`src/rtl/seek_addr_track.sv`:
```
module seek_addr_track #(
  parameter int W = 9
) (
  input  logic         clk,
  input  logic         rst,
  input  logic         fwd_slow,
  input  logic         rev_slow,
  input  logic         load_pulse,
  input  logic [W-1:0] addr_in,
  input  logic         xing_pulse,
  input  logic         dir_fwd,
  input  logic         quad_clk,
  output logic [W-1:0] demand_addr,
  output logic [W-1:0] current_addr,
  output logic [W-1:0] diff,
  output logic         diff_zero,
  output logic         move_fwd,
  output logic         vel_ref_en,
  output logic         pos_mode
);
  localparam logic [W-1:0] ALL_ONES = '1;

  logic clr;
  assign clr = fwd_slow | rev_slow;

  always_ff @(posedge clk) begin
    if (rst) begin
      demand_addr <= '0;
    end else if (!clr && load_pulse) begin
      demand_addr <= addr_in;
    end
  end

  always_ff @(posedge clk) begin
    if (rst || clr) begin
      current_addr <= ALL_ONES;
    end else if (xing_pulse) begin
      current_addr <= dir_fwd ? current_addr + 1'b1 : current_addr - 1'b1;
    end
  end

  assign diff       = demand_addr - current_addr;
  assign diff_zero  = (diff == '0);
  assign move_fwd   = demand_addr > current_addr;
  assign vel_ref_en = !clr && !diff_zero;
  assign pos_mode   = !clr && diff_zero && !quad_clk;

  AST_CLR_PRESET: assert property (@(posedge clk) disable iff (rst)
    clr |=> current_addr == ALL_ONES);
  AST_CLR_HOLD: assert property (@(posedge clk) disable iff (rst)
    clr |=> demand_addr == $past(demand_addr));
  AST_LOAD: assert property (@(posedge clk) disable iff (rst)
    (!clr && load_pulse) |=> demand_addr == $past(addr_in));
  AST_COUNT_UP: assert property (@(posedge clk) disable iff (rst)
    (!clr && xing_pulse && dir_fwd) |=> current_addr == $past(current_addr) + 1'b1);
  AST_COUNT_DN: assert property (@(posedge clk) disable iff (rst)
    (!clr && xing_pulse && !dir_fwd) |=> current_addr == $past(current_addr) - 1'b1);
  AST_POS_ARRIVED: assert property (@(posedge clk) disable iff (rst)
    pos_mode |-> (demand_addr == current_addr) && !quad_clk);
  AST_MODES_EXCL: assert property (@(posedge clk) disable iff (rst)
    !(pos_mode && vel_ref_en));
endmodule

```
`config.mk`:
```
export PLATFORM = sky130hd
export DESIGN_NAME = seek_addr_track
export DESIGN_NICKNAME = d
export VERILOG_FILES = /design/src/rtl/seek_addr_track.sv
export SDC_FILE = /design/constraint.sdc
export NUM_CORES = 1
export LEC_CHECK = 0
export CAP_MARGIN = 20
export CORE_MARGIN = 2
export CORE_UTILIZATION = 49
export CTS_CLUSTER_SIZE = 40
export DETAILED_ROUTE_END_ITERATION = 6
export PLACE_DENSITY = 0.85
export SETUP_SLACK_MARGIN = 0.5
export SKIP_LAST_GASP = 1
export SLEW_MARGIN = 20
export SYNTH_ARGS = -nofsm -noshare
export SYNTH_HDL_FRONTEND = slang
export SYNTH_SLANG_ARGS = --single-unit
```
`constraint.sdc`:
```
create_clock -name clk -period 8.26 [get_ports clk]
set_clock_uncertainty 0.15 [all_clocks]
set_input_delay 1.239 -clock clk [delete_from_list [all_inputs] [get_ports clk]]
set_output_delay 1.239 -clock clk [all_outputs]
set_load 0.05 [all_outputs]
```
==> flow_summary_export.csv <==
group,metric,value,unit
outcome,status,"complete, no violations",
global_route,track_usage,0.2168,
clock_tree,clockBufferDepth,2,
setup_path,worstSetupEndpointType,"primary output",
cells_and_area,syn2layout_area_growth,36.52,%
hold_path,hold_class,"flip-flop to flip-flop",
clock_tree,clkSinkCount,18,
timing,tns,0,ns
cells_and_area,nets,272,
die,rows,19,
flow_run,maxCapViolations,0,
die,coreArea,0.002781,mm^2
clock_tree,cts.htree.levels,1,
synthesis,yosys-top-cells-area,"dfxtp_1 25%, ha_1 14%, nand2_1 8.8%",
synthesis,syn_area,0.001453,mm^2
die,io_pins,48,
global_route,grt_overflow,0,
clock_tree,cts_setup_buffers,0,
synthesis,synth-seq-cells,18,
routing,drcViolationCount,0,
routing,wl_per_cell,13.03,um
clock_tree,cts-root-buf,"clkbuf_4",
placed_design,place_inst,263,
pwr,power_density,118.6,mW/mm^2
routing,dr_wl_met3,216,um
synthesis,synthArstFlopShare,0,
placed_design,hpwl,2847,um
timing,min_period_over_period,0.5897,
routing,dr.pass1.iters,4,
routing,num_vias,1482,
clock_tree,postCtsHoldBufs,0,
routing,met2_length,1542,um
setup_path,cp_max_fo,3,
timing,hold_ws,0.3288,ns
cells_and_area,drive_gt1_frac,0.02966,
routing,drt-total-wl,3478,um
setup_path,crit_path_max_incr_delay,0.84,ns
clock_tree,clkTransAtPathRegs,0.11,ns
synthesis,syn_area_per_cell,7.686,um^2
clock_tree,cts_buffers,3,
setup_path,cp.required,6.87,ns
setup_path,startpoint_type,"flip-flop",
timing,max_slew.worst_pin.slew,0.6406,ns
die,start_util,0.5223,
routing,topRoutingLayerUsed,"met4",
pwr,p_leak,0.8645,nW
synthesis,synth_edf_count,0,
synthesis,synth.top_cell.area_share,0.2481,
clock_tree,cts_resized,0,
timing,rsz0062_at_grt,"false",
setup_path,path_delay_family,"buffers and inverters",
setup_path,crit_chain,"inv_1, ha_1, fa_1, or2b_1, a21oi_1, xor2_1, a2111o_1, nor4_2, clkdlybuf4s50_1",
timing,report.final.slew_viol_count,0,
timing,final_hold_viol_count,0,
synthesis,synth-main-ff-cell,"dfxtp_1",
cells_and_area,num_antenna_cells,0,
setup_path,path_class,"flip-flop to primary output",
synthesis,netlist_instances,189,
timing,setup_viol,0,
routing,ant_nets,0,
synthesis,ys_warn_count,0,
cells_and_area,instances_no_fill,267,
pwr,ir_drop,0.1228,mV
die,fp.dieW,58.45,um
clock_tree,cts_tree,"built",
timing,max-slew-margin-rel,0.5696,
global_route,grt_pass1_wl,5809,um
routing,drtIter0Drc,64,
setup_path,path_buf_inv,2,
synthesis,synth_cell_types,37,
synthesis,post-synth-top-count-cell,"nand2_1",
setup_path,crit_slowest_cell,"clkdlybuf4s50_1",
timing,setup_slack,3.389,ns
global_route,grt_antenna_before_repair,0,
global_route,grt_max_degree,15,
die,die_y,58.45,um
routing,m1WireLength,1693,um
global_route,grt_pass1_vias,1274,
routing,vias_per_cell,5.551,
placed_design,placed_area,0.001947,mm^2
die,die-area,0.003416,mm^2
placed_design,dp_slack,3.732,ns
cells_and_area,final_cell_area,0.001983,mm^2
placed_design,numPortBuffers,47,
timing,fmax,0.2053,GHz
clock_tree,clkLatencyLatePin,0.29,ns
timing,period_needed,4.871,ns
setup_path,arrival,3.48,ns
synthesis,synth_common_cells,"34 x nand2_1, 19 x a21oi_1, 18 x dfxtp_1, 16 x ha_1, 16 x inv_1",
synthesis,syn_nets,224,
placed_design,place.gp.congestion,0.8543,
synthesis,synth.yosys.seq_area_share,0.2481,
synthesis,yosys.area.top_type,"dfxtp_1",
[registers in the layout, summed over array words and instances, names as in the netlist]
signal        flops
current_addr      9
demand_addr       9
[cell families (layout without fill, tap and decap cells)]
family	Yosys count	in the layout	share of synthesized area
muxes	5	5	0.03445
buffers and inverters	20	67	0.05168
adders and majority gates	18	18	0.1654
and+or+nand+nor	65	65	0.2067
DFF	18	18	0.2481
xor gates and xnor gates	10	10	0.06029
AOI/OAI and AO/OA	53	53	0.2334
[metrics by stage]
step	power, mW	util
after floorplan	0.1533	-
after global placement	0.1810	0.7000
after detailed placement	0.1816	0.7000
after CTS	0.2360	0.7130
after global routing	0.2476	0.7130
final	0.2353	0.7130
[tightest hold or removal path, cell delays in order (launching register included)]
cell	delay, ns
dfxtp_1	0.34
nand2_1	0.05
a21oi_1	0.05
[metal layers]
metal / up-vias / global-route usage
li1: 768 / -
met1: 664 / 0.3197
met2: 48 / 0.3242
met3: 2 / 0.04396
met4: 0 / 0.04983
met5: - / 0
[placed cells by master (no fill, tap or decap), drive strengths merged, types with 2 or more instances in the layout]
master          n
mux2i           5
o21a            2
ha             16
nand4           2
and2            2
or3             4
a21oi          20
xor2            5
o21ai           9
dfxtp          18
o211ai          5
xnor2           5
fa              2
clkdlybuf4s50  47
nor2           12
a21o            5
inv            16
clkbuf          4
nand2          34
nand3b          2
nor3            4
a211oi          3
[cell type report]
| type | instances | area [um^2] |
|---|---|---|
| Fill cell | 241 | 798.3 |
| Timing Repair Buffer | 47 | 470.5 |
| Sequential cell | 18 | 360.3 |
| Clock buffer | 4 | 36.28 |
| Tap cell | 31 | 38.79 |
| Inverter | 16 | 60.06 |
| Multi-Input combinational cell | 151 | 1017 |
[where the power goes]
group | switching, mW | leakage (nW) | internal [mW]
Sequential | 0.00265 | 0.147 | 0.0895
Combinational | 0.0531 | 0.697 | 0.0347
Clock | 0.0284 | 0.0210 | 0.0269
[worst paths after layout]
kind | from | to | slack, ns | depth (start not counted)
worst max-delay path | demand_addr[0] | pos_mode | 3.39 | 9
worst min-delay path | demand_addr[5] | demand_addr[5] | 0.33 | 2
worst max register to register | current_addr[0] | current_addr[6] | 6.13 | 6
worst min register to register | demand_addr[5] | demand_addr[5] | 0.33 | 2
Note: power is estimated with default switching activity, not from simulation.
